[src/rtl/frac_clkgen_pkg.sv]
package frac_clkgen_pkg;
  localparam int unsigned ACC_W = 32;
  typedef logic [ACC_W-1:0] phase_t;
  localparam phase_t INC_MAX = phase_t'({1'b0, {(ACC_W-1){1'b1}}});

  function automatic phase_t clamp_inc(input phase_t v);
    return (v > INC_MAX) ? INC_MAX : v;
  endfunction
endpackage

[src/rtl/frac_clkgen_chan.sv]
module frac_clkgen_chan
  import frac_clkgen_pkg::*;
(
  input  logic   clk_i,
  input  logic   rst_ni,
  input  logic   load_i,
  input  phase_t inc_i,
  output logic   clk_o
);
  phase_t inc_q, acc_q;
  logic   stop_w;

  assign stop_w = load_i && (inc_i == '0);

  always_ff @(posedge clk_i or negedge rst_ni) begin
    if (!rst_ni) begin
      inc_q <= '0;
      acc_q <= '0;
      clk_o <= 1'b0;
    end else if (stop_w) begin
      inc_q <= '0;
      acc_q <= '0;
      clk_o <= 1'b0;
    end else begin
      if (load_i) inc_q <= clamp_inc(inc_i);
      acc_q <= acc_q + inc_q;
      clk_o <= acc_q[ACC_W-1];
    end
  end

  assert_inc_clamped_R3: assert property (@(posedge clk_i) disable iff (!rst_ni)
    inc_q <= INC_MAX);
  assert_stop_clears_R5: assert property (@(posedge clk_i) disable iff (!rst_ni)
    stop_w |=> (acc_q == '0) && !clk_o);
  assert_idle_holds_R5: assert property (@(posedge clk_i) disable iff (!rst_ni)
    (inc_q == '0 && !load_i) |=> $stable(acc_q));
  assert_phase_step_R6: assert property (@(posedge clk_i) disable iff (!rst_ni)
    !stop_w |=> acc_q == $past(acc_q) + $past(inc_q));
endmodule

[src/rtl/frac_clkgen_wdec.sv]
module frac_clkgen_wdec #(
  parameter int unsigned NUM_GEN = 4,
  parameter int unsigned IDX_W   = 2
) (
  input  logic               wr_en_i,
  input  logic [IDX_W-1:0]   wr_idx_i,
  output logic [NUM_GEN-1:0] load_o
);
  always_comb begin
    load_o = '0;
    for (int g = 0; g < NUM_GEN; g++)
      if (wr_en_i && (wr_idx_i == IDX_W'(g))) load_o[g] = 1'b1;
  end

  always_comb assert_one_load_R2: assert ($onehot0(load_o));
endmodule

[src/rtl/frac_clkgen.sv]
module frac_clkgen
  import frac_clkgen_pkg::*;
#(
  parameter int unsigned NUM_GEN = 4,
  localparam int unsigned IDX_W  = (NUM_GEN > 1) ? $clog2(NUM_GEN) : 1
) (
  input  logic               clk_i,
  input  logic               rst_ni,
  input  logic               wr_en_i,
  input  logic [IDX_W-1:0]   wr_idx_i,
  input  logic [ACC_W-1:0]   wr_data_i,
  output logic [NUM_GEN-1:0] clk_o
);
  logic [NUM_GEN-1:0] load_w;

  frac_clkgen_wdec #(.NUM_GEN(NUM_GEN), .IDX_W(IDX_W)) u_wdec (
    .wr_en_i (wr_en_i),
    .wr_idx_i(wr_idx_i),
    .load_o  (load_w)
  );

  for (genvar g = 0; g < NUM_GEN; g++) begin : g_gen
    frac_clkgen_chan u_chan (
      .clk_i (clk_i),
      .rst_ni(rst_ni),
      .load_i(load_w[g]),
      .inc_i (wr_data_i),
      .clk_o (clk_o[g])
    );
  end
endmodule

[config.mk]
export PLATFORM = sky130hd
export DESIGN_NAME = frac_clkgen
export DESIGN_NICKNAME = d
export VERILOG_FILES = /design/src/rtl/frac_clkgen_pkg.sv /design/src/rtl/frac_clkgen_chan.sv /design/src/rtl/frac_clkgen_wdec.sv /design/src/rtl/frac_clkgen.sv
export SDC_FILE = /design/constraint.sdc
export NUM_CORES = 1
export LEC_CHECK = 0
export ABC_AREA = 1
export BUFFER_PORTS_ARGS = -buffer_cell sky130_fd_sc_hd__buf_2
export CORE_ASPECT_RATIO = 0.8
export CORE_UTILIZATION = 30
export CTS_CLUSTER_SIZE = 8
export DETAILED_ROUTE_END_ITERATION = 6
export HOLD_SLACK_MARGIN = 0.06
export SLEW_MARGIN = 20
export SYNTH_ARGS = -nofsm -noshare
export SYNTH_HDL_FRONTEND = slang
export SYNTH_HIERARCHICAL = 1
export SYNTH_SLANG_ARGS = --single-unit
[constraint.sdc]
create_clock -name clk_i -period 2.7 [get_ports clk_i]
set_clock_uncertainty 0.2 [all_clocks]
set_input_delay 0.27 -clock clk_i [delete_from_list [all_inputs] [get_ports clk_i]]
set_output_delay 0.27 -clock clk_i [all_outputs]
set_load 0.05 [all_outputs]
=== After elaboration in Yosys (flattened, before gate mapping) ===
Cells that the tools add are included.

* Order comparisons: 1
* $add $sub $neg: 4
* Muxes and demuxes: 21
* Reduce and logical (&&, ||, !) cells: 14
* Equality and inequality tests: 3

{| class="wikitable"
|+ Operator list
! kind !! count
|-
| $mux W32 || 13
|-
| $add A32 B32 Y32 || 4
|-
| $gt A32 B31 Y1 const B || 1
|-
| $logic_not A32 Y1 || 1
|-
| $logic_and A1 B1 Y1 || 8
|-
| $mux W1 || 8
|-
| $reduce_bool A2 Y1 || 4
|-
| $eq A2 B2 Y1 const B || 2
|-
| $eq A2 B1 Y1 const B || 1
|-
| $logic_not A2 Y1 || 1
|}

* Register bits: 260

=== Logic depth before layout (Yosys ltp) ===
Gate-level depths: netlist of the first run.

* Depth in word-level cells: 5
* Gate-level depth with buffers: 13
* Depth with buffers taken out: 13

=== Hierarchy ===
Netlist of the first run, hierarchy kept.

{| class="wikitable"
|+ Modules (own cells, without submodules)
! module !! seq. area each (sq um) !! instances !! cells each !! area each (sq um)
|-
| frac_clkgen_chan (g_gen[1].u_chan ...) || 1626.6 || 2 || 750 || 4807.1
|-
| frac_clkgen_chan (g_gen[3].u_chan) || 1626.6 || 1 || 749 || 4847.1
|-
| frac_clkgen_chan (g_gen[0].u_chan) || 1626.6 || 1 || 748 || 4823.4
|-
| frac_clkgen_wdec || 0.0 || 1 || 8 || 30.0
|}

=== Least setup slack after synthesis of the first run ===
OpenSTA, ideal clock, no wires.

* Kind: reg2reg
* Start: register g_gen[3].u_chan.inc_q[0]
* End: register g_gen[3].u_chan.acc_q[16]
* Arrival time: 1636 ps
* Required time: 2383 ps
* Buffers on the path: 0
* Stages on the path, launching flop included: 14
* Period minus slack after synthesis: 1952 ps
* Slack: 748 ps
* Setup time: 117 ps
* Path through: dfrtp_1 > ha_1 > inv_1 > fa_1 > inv_1 > nand3_1 > nand3_1 > nand2_1 > nand2_1 > inv_1 > o21ai_1 > nand2_1 > nand2_1 > nor2_1

* Cells in the longest elaborated chain, start to end: 2

{| class="wikitable"
|+ RTL lines
! element !! RTL line !! RTL
|-
| start, declared || frac_clkgen_chan.sv:10 || <nowiki>phase_t inc_q, acc_q;</nowiki>
|-
| start signal, assigned || frac_clkgen_chan.sv:25 || <nowiki>if (load_i) inc_q <= clamp_inc(inc_i);</nowiki>
|-
| $add A32 B32 Y32 || frac_clkgen_chan.sv:26 || <nowiki>acc_q <= acc_q + inc_q;</nowiki>
|-
| $mux W32 || frac_clkgen_chan.sv:20 || <nowiki>end else if (stop_w) begin</nowiki>
|-
| end signal, assigned || frac_clkgen_chan.sv:26 ||
|-
| end, declared || frac_clkgen_chan.sv:10 ||
|}

Every way passes these cells.
A chain may end at the register's enable or synchronous reset.

=== Worst setup path after layout of the first run ===
* Start: register g_gen[0].u_chan.inc_q[0]
* End: register g_gen[0].u_chan.acc_q[20]

* Cells in the longest elaborated chain, start to end: 2

{| class="wikitable"
|+ RTL lines
! element !! RTL line
|-
| start, declared || frac_clkgen_chan.sv:10
|-
| start signal, assigned || frac_clkgen_chan.sv:25
|-
| $add A32 B32 Y32 || frac_clkgen_chan.sv:26
|-
| $mux W32 || frac_clkgen_chan.sv:20
|-
| end signal, assigned || frac_clkgen_chan.sv:26
|-
| end, declared || frac_clkgen_chan.sv:10
|}

Every way passes these cells.

==> run metrics, run 1 <==
flops & latches, synth 260; Clock Tree Root sky130_fd_sc_hd__clkbuf_16; hold path cells 3; number of DRC markers in iteration 0 1510; max-cap violation count 0; number of antenna violations at the first check in global routing 7; die footprint 65400 sq um; ratio of total power to cell area between 1000 and 1500 nW/um^2; standard-cell rows 82; worst hold path class in -> reg; via count of the first global-routing pass 17100; wire length of the first global-routing pass 94.3 mm; Chip Width roughly 290 microns; Worst path top cell family by delay simple AND/OR/NAND/NOR gates; maximum ir drop on the vdd rail 0.589 mV; worst-case register-to-register setup slack 0.48 ns; Register-to-Register Path Depth 13; wire length per cell after detailed routing 14.9 microns; sequential share of the synthesized area 33.7%; # DRC 0; Crit Path Max Fanout 5; post-detail-place hpwl 43.8 mm; cell type contributing the most total cell area after synthesis sky130_fd_sc_hd__dfrtp_1; total global routing overflow 0; via density per instance 4.61; post-route minimum period 2.22 ns; worst endpoint required time 2.92 ns; max incr delay on CP around 0.36 ns; TritonRoute pass-1 iters 5; Critical-path top delay cell sky130_fd_sc_hd__fa_1; sink count of the clock tree 260; transition time of the tightest slew-check pin 0.584 ns; average cell area after synthesis approximately 6.4 sq um; gate count after technology mapping 3005; fraction of final layout cells sized beyond drive strength 1 6.33%; Finished Layout Cells 3922; worst slew margin relative to its limit 61.1%; total buffers and inverters traversed by the critical path 2; critical path class reg -> reg; maximum number of pins on one net before global-route repair 64; Final Hold Fails 0; status finished clean; number of buffers added by the clock tree synthesis step 38; share of Yosys cell area claimed by the top area cell type around 34%; Initial Util 30.6%; H-tree depth reported by CTS 2; Inst Count DP 3853; design area 21800 sq um; source-to-sink clock delay at the later pin of the worst-skew pair between 0.5 and 0.6 ns; GR Util All Layers 18.1%; final period utilization 82.1%; post-placement cell area 20500 sq um; die outline height 229 microns; Min-Delay Endpoint g_gen[1].u_chan/inc_q[6]; number of nets with antenna violations after detailed routing 0; netlist area before placement 19300 sq um; top cells by area, synth sky130_fd_sc_hd__dfrtp_1 (34%), sky130_fd_sc_hd__nand2_1 (17%), sky130_fd_sc_hd__inv_1 (12%); aggregate negative setup slack 0 ns; Setup Viol. Count Final 0; overall via count from detail_route approximately 18000; Clk pin slew, worst setup/hold paths 0.05 ns; Yosys warning total 6; maximum buffer depth of the clock tree 3; area of the core region about 63000 sq um; type of origin of the critical path flop; share of the core filled with cells 34.5%; max-slew violation count 0; GPL Wtd Cong between 0.9 and 1; end of the worst register-to-register path g_gen[0].u_chan/acc_q[20]; number of setup buffers added after CTS 0; worst endpoint data arrival time 2.44 ns; io pins 41; synthesized net count 3170; Max Clock Freq ~450 MHz; setup repair after global routing missed its margin no; Pleak 12.2 nW; critical path capture point type flop; number of input and output port buffers inserted 40; signed area change from the synthesized netlist to the final layout 12.8%; launch instance of the worst register-to-register path g_gen[0].u_chan/inc_q[0]; CP Cell Sequence ha_1, inv_1, fa_1, inv_1, nand3_1, nand3_1, nand3_1, nand3_1, nand2_1, nand2_1, nand2_1, nand2_1, nor2_1; clock tree from TritonCTS yes; Post-layout nets between 3000 and 4000; unique cell type count in the Yosys netlist 31; startpoint of the lowest-slack hold path wr_data_i[6]; aggregate routed wire length 58.4 mm
==> cells in the mapped netlist <==
cell type                  number
sky130_fd_sc_hd__a21o_1         4
sky130_fd_sc_hd__a21oi_1      153
sky130_fd_sc_hd__a21oi_2        1
sky130_fd_sc_hd__and2_1        20
sky130_fd_sc_hd__and3_1         4
sky130_fd_sc_hd__buf_2          1
sky130_fd_sc_hd__buf_4          8
sky130_fd_sc_hd__buf_6          3
sky130_fd_sc_hd__clkbuf_1      36
sky130_fd_sc_hd__dfrtp_1      260
sky130_fd_sc_hd__fa_1           4
sky130_fd_sc_hd__ha_1         124
sky130_fd_sc_hd__inv_1        606
sky130_fd_sc_hd__inv_2         14
sky130_fd_sc_hd__nand2_1      896
sky130_fd_sc_hd__nand2_2       30
sky130_fd_sc_hd__nand3_1      120
sky130_fd_sc_hd__nand3_2        8
sky130_fd_sc_hd__nand3b_1       4
sky130_fd_sc_hd__nand4_1       18
sky130_fd_sc_hd__nand4_2        6
sky130_fd_sc_hd__nor2_1       321
sky130_fd_sc_hd__nor2_2        13
sky130_fd_sc_hd__nor3_1        15
sky130_fd_sc_hd__nor3_2        10
sky130_fd_sc_hd__nor3_4         3
sky130_fd_sc_hd__o21ai_0      287
sky130_fd_sc_hd__o21ai_1        4
sky130_fd_sc_hd__o21bai_1      12
sky130_fd_sc_hd__or2_2          8
sky130_fd_sc_hd__xnor2_1       12
==> flip-flops by register name, indices dropped and copies added (netlist names) <==
name and cells:
g_gen.u_chan/acc_q 128, g_gen.u_chan/inc_q 128, g_gen.u_chan/clk_o 4
==> worst reg2reg max path, stage by stage, from the launching register on <==
cell                      delay [ns]
sky130_fd_sc_hd__dfrtp_1        0.34
sky130_fd_sc_hd__ha_1           0.21
sky130_fd_sc_hd__inv_1          0.07
sky130_fd_sc_hd__fa_1           0.36
sky130_fd_sc_hd__inv_1          0.12
sky130_fd_sc_hd__nand3_1        0.08
sky130_fd_sc_hd__nand3_1        0.17
sky130_fd_sc_hd__nand3_1        0.09
sky130_fd_sc_hd__nand3_1        0.16
sky130_fd_sc_hd__nand2_1        0.07
sky130_fd_sc_hd__nand2_1        0.08
sky130_fd_sc_hd__nand2_1        0.05
sky130_fd_sc_hd__nand2_1        0.06
sky130_fd_sc_hd__nor2_1         0.05
==> worst max path at each step <==
stage,end,start,cells past startpoint
floorplan,g_gen[3].u_chan/acc_q[16],g_gen[3].u_chan/inc_q[0],13
global placement,g_gen[0].u_chan/acc_q[20],g_gen[0].u_chan/inc_q[0],13
detailed placement,g_gen[2].u_chan/acc_q[16],g_gen[2].u_chan/inc_q[0],13
CTS,g_gen[0].u_chan/acc_q[16],g_gen[0].u_chan/inc_q[0],13
global route,g_gen[0].u_chan/acc_q[20],g_gen[0].u_chan/inc_q[0],13
finish,g_gen[0].u_chan/acc_q[20],g_gen[0].u_chan/inc_q[0],13
==> stage by stage <==
stage	worst slack, ns	hold slack [ns]	total power [mW]
after floorplan	0.748	-0.226	17.3
after global placement	0.536	0.0245	20.9
after detailed placement	0.497	0.0264	21.0
after CTS	0.498	0.0613	25.5
after global routing	0.172	0.0779	28.3
final	0.485	0.0878	25.4
==> power by group <==
part	internal [mW]	switching [mW]	total (mW)	leakage [nW]
Clock	2.49	1.80	4.29	0.489
Sequential	5.36	0.615	5.97	3.02
Combinational	5.09	10.1	15.2	8.72
==> layer usage <==
metal  vias up  share of wire (%)  wire, microns  track usage, %
met5         -              0.012              7               0
met3        65                7.6           4470            3.39
li1       9396                  -              -               -
met2       512                 40          23300            26.1
met1      8089                 50          29500            27.5
met4         2                2.0           1170            4.34
==> area by class of cell <==
class / instances / area (sq um)
fillers: 6855 / 41300
multi-input cells: 2077 / 10300
flip-flops and latches: 260 / 6510
inverters: 620 / 2330
well taps: 840 / 1050
clock buffers: 39 / 955
repair buffers: 81 / 621
clock inverters: 4 / 38.8
diodes: 1 / 2.50
==> kinds of logic (layout without fill, tap and decap cells) <==
kind of cell,count (synthesis),count (layout),share of synthesized area [%]
buf+inv,668,744,13.3
fa+ha+maj,128,128,8.45
simple gates,1476,1476,31.9
flops,260,260,33.7
other cells,0,1,0
compound gates,461,461,12.2
xor+xnor,12,12,0.544
==> repair_timing <==
item,4_1_cts,5_1_grt
gates resized for setup,0,0
hold buffers,25,0
endpoints found under the hold margin,330,0
setup endpoints to repair,0,0
==> cells in the final DEF (no fill, tap or decap), drive strengths merged <==
master	count
and3	4
nand4	24
nor2	334
nand3	128
dlygate4sd3	25
a21oi	154
ha	124
clkbuf	39
or2	8
diode	1
o21bai	12
and2	20
nand2	926
dfrtp	260
inv	622
buf	56
nor3	28
nand3b	4
clkinv	2
a21o	4
o21ai	291
fa	4
xnor2	12
No activity file was read; power rests on OpenSTA's default activity.
==> run 2, diff against run 1 <==
==> constraint.sdc (replaced) <==
create_clock -name clk_i -period 1.97 [get_ports clk_i]
set_clock_uncertainty 0.2 [all_clocks]
set_input_delay 0.197 -clock clk_i [delete_from_list [all_inputs] [get_ports clk_i]]
set_output_delay 0.197 -clock clk_i [all_outputs]
set_load 0.05 [all_outputs]
==> run metrics, run 2 (synthesis results as in run 1) <==
CP Cell Sequence ha_4, nand2_1, nor2_1, nand2_2, nand2_2, inv_2, o21ai_2, nand2_1, nand2_1, nor2_1; Routed met2 length 27.5 mm (+18%); Initial Util 30.6% (unchanged); Setup Viol. Count Final 14 (+14); worst endpoint required time 2.19 ns (-0.73 ns); ratio of total power to cell area 1740 nW/um^2 (+49%); max incr delay on CP 0.42 ns (+0.06 ns); failing checks setup timing; H-tree depth reported by CTS 2 (unchanged); worst endpoint data arrival time 2.29 ns (-0.15 ns); critical path capture point type flop; TritonRoute pass-1 iters 6 (+1); area of the multi-input gates 13500 sq um (+31%); Clock Tree Root sky130_fd_sc_hd__clkbuf_16; sequential cell area 6520 sq um (+0.27%); Crit Path Max Fanout 5 (unchanged); number of nets with antenna violations after detailed routing 0 (unchanged); total global routing overflow 0 (unchanged); Post-layout nets 3500 (+7.9%); total power 47.3 mW (+86%); max-slew violation count 0 (unchanged); GPL Wtd Cong 0.915 (+0.95%); commonest non-fill, non-tap cell in the layout sky130_fd_sc_hd__nand2_1; via count of the first global-routing pass 18000 (+5.3%); maximum ir drop on the vdd rail 0.909 mV (+54%); wire length of the first global-routing pass 99.3 mm (+5.3%); overall via count from detail_route 19700 (+9.1%); # DRC 0 (unchanged); number of DRC markers in iteration 0 1629 (+7.9%); status complete, but fails checks; type of origin of the critical path flop; GR Util All Layers 19.0% (+0.90 points); Max Clock Freq 484 MHz (+7.3%); Pleak 14.1 nW (+16%); number of antenna violations at the first check in global routing 4 (-3); wire length per cell after detailed routing 15.6 microns (+4.5%); setup repair after global routing missed its margin yes; Final Hold Slack 0.181 ns (+0.0929 ns); fill count 6288 (-8.3%); Final Hold Fails 0 (unchanged); die outline height 229 microns (unchanged); fraction of final layout cells sized beyond drive strength 1 30.2% (+24 points); Chip Width 286 microns (unchanged); Clk pin slew, worst setup/hold paths 0.05 ns (about the same); standard-cell rows 82 (unchanged); routed metal-1 wirelength 32.1 mm (+8.9%); Critical-path top delay cell sky130_fd_sc_hd__dfrtp_1; highest-count cells in the layout ignoring fill and taps sky130_fd_sc_hd__nand2_1 (699), sky130_fd_sc_hd__inv_1 (557), sky130_fd_sc_hd__o21ai_0 (276); worst slew margin relative to its limit 51.0% (-10 points); worst setup slack after layout -0.0949 ns (-0.579 ns); number of buffers added by the clock tree synthesis step 39 (+2.6%); critical path class reg -> reg; transition time of the tightest slew-check pin 0.733 ns (+0.149 ns); die footprint 65400 sq um (unchanged); sink count of the clock tree 260 (unchanged); signed area change from the synthesized netlist to the final layout 41.2%; io pins 41 (unchanged); topmost layer with routed signal wires met4; leading registers by flop count g_gen.u_chan/acc_q: 128 flops, g_gen.u_chan/inc_q: 128 flops, g_gen.u_chan/clk_o: 4 flops; area of the core region 63100 sq um (unchanged); aggregate routed wire length 65.1 mm (+11%); source-to-sink clock delay at the later pin of the worst-skew pair 0.54 ns (about the same); post-route minimum period 2.06 ns (-0.151 ns); cell repeated most along the worst path sky130_fd_sc_hd__nand2_1; maximum buffer depth of the clock tree 3 (unchanged); post-detail-place hpwl 46.2 mm (+5.3%); clock tree from TritonCTS yes; final period utilization 105% (+23 points); number of input and output port buffers inserted 40 (unchanged); maximum number of pins on one net before global-route repair 64 (unchanged); worst hold path class in -> reg; via density per instance 4.71 (+2.3%); max-cap violation count 0 (unchanged); detailed-routed wire length on met3 4.17 mm (-6.7%)
==> run 2: changes by cell type in the layout (fill, tap and decap cells not counted), moves of 52 or more <==
cell,before,now
sky130_fd_sc_hd__ha_4,0,103
sky130_fd_sc_hd__nand2_2,30,172
sky130_fd_sc_hd__nand3_1,120,68
sky130_fd_sc_hd__ha_1,124,17
sky130_fd_sc_hd__nand2_4,0,54
sky130_fd_sc_hd__a21oi_1,153,90
sky130_fd_sc_hd__a21oi_2,1,58
sky130_fd_sc_hd__buf_4,14,232
sky130_fd_sc_hd__nor2_1,317,259
sky130_fd_sc_hd__nand2_1,896,699
==> run 2: layer usage <==
layer	vias up	global-route usage, %
li1	9911	-
met1	9198	29.6
met2	523	27.4
met3	84	2.45
met4	0	4.66
met5	-	0
==> run 2: worst max-delay path, delay by kind of cell (launching register included) <==
family	cells	cell delay (ns)
flip-flops	1	0.42
AND/OR/NAND/NOR	7	0.84
adder cells (fa/ha/maj)	1	0.32
AO/OA/AOI/OAI	1	0.15
buffers and inverters	1	0.05
==> run 2: what timing repair did <==
item | CTS | global route
pin swaps | 20 | 213
resized for setup | 140 | 592
endpoints found under the setup margin | 77 | 98
buffers inserted | 9 | 52
endpoints found under the hold margin | 367 | 0
hold buffers | 37 | 0
==> run 2: area by class of cell <==
type / count / share of cell area [%]
Clock buffer: 47 / 3.92
Multi-Input combinational cell: 2077 / 49.5
Tap cell: 840 / 3.85
Inverter: 620 / 8.63
Timing Repair Buffer: 337 / 10.1
Clock inverter: 1 / 0.110
Antenna cell: 3 / 0.0275
Sequential cell: 260 / 23.9
==> run 2: worst paths after layout <==
kind	startpoint	to	slack [ns]	cells after the start
max in group asynchronous	rst_ni	g_gen[1].u_chan/inc_q[0]	0.41	4
min in group asynchronous	rst_ni	g_gen[3].u_chan/acc_q[17]	0.51	3
max reg2reg	g_gen[3].u_chan/inc_q[7]	g_gen[3].u_chan/acc_q[16]	-0.09	10
min reg2reg	g_gen[2].u_chan/inc_q[31]	g_gen[2].u_chan/inc_q[31]	0.31	2
max	g_gen[3].u_chan/inc_q[7]	g_gen[3].u_chan/acc_q[16]	-0.09	10
min	wr_data_i[31]	g_gen[0].u_chan/inc_q[5]	0.18	4
==> run 2: through the flow <==
stage | setup slack, ns | area, sq um | setup TNS (ns) | std cells | utilization (%)
4_1_cts | -0.0158 | 24600 | -0.0158 | 4131 | 38.9
2_1_floorplan | 0.0176 | 19300 | 0 | 3005 | -
3_5_place_dp | -0.154 | 22000 | -4.29 | 4037 | 34.9
6_report | -0.0949 | 27300 | -0.528 | 4185 | 43.2
3_3_place_gp | -0.161 | 22000 | -3.09 | 4037 | 34.9
5_1_grt | -0.179 | 27300 | -4.76 | 4183 | 43.2
==> run 2: where the power goes <==
part / leakage, nW / internal [mW] / switching, mW
combinational: 10.6 / 13.9 / 18.2
clock: 0.539 / 3.87 / 2.47
sequential: 3.00 / 7.37 / 1.59
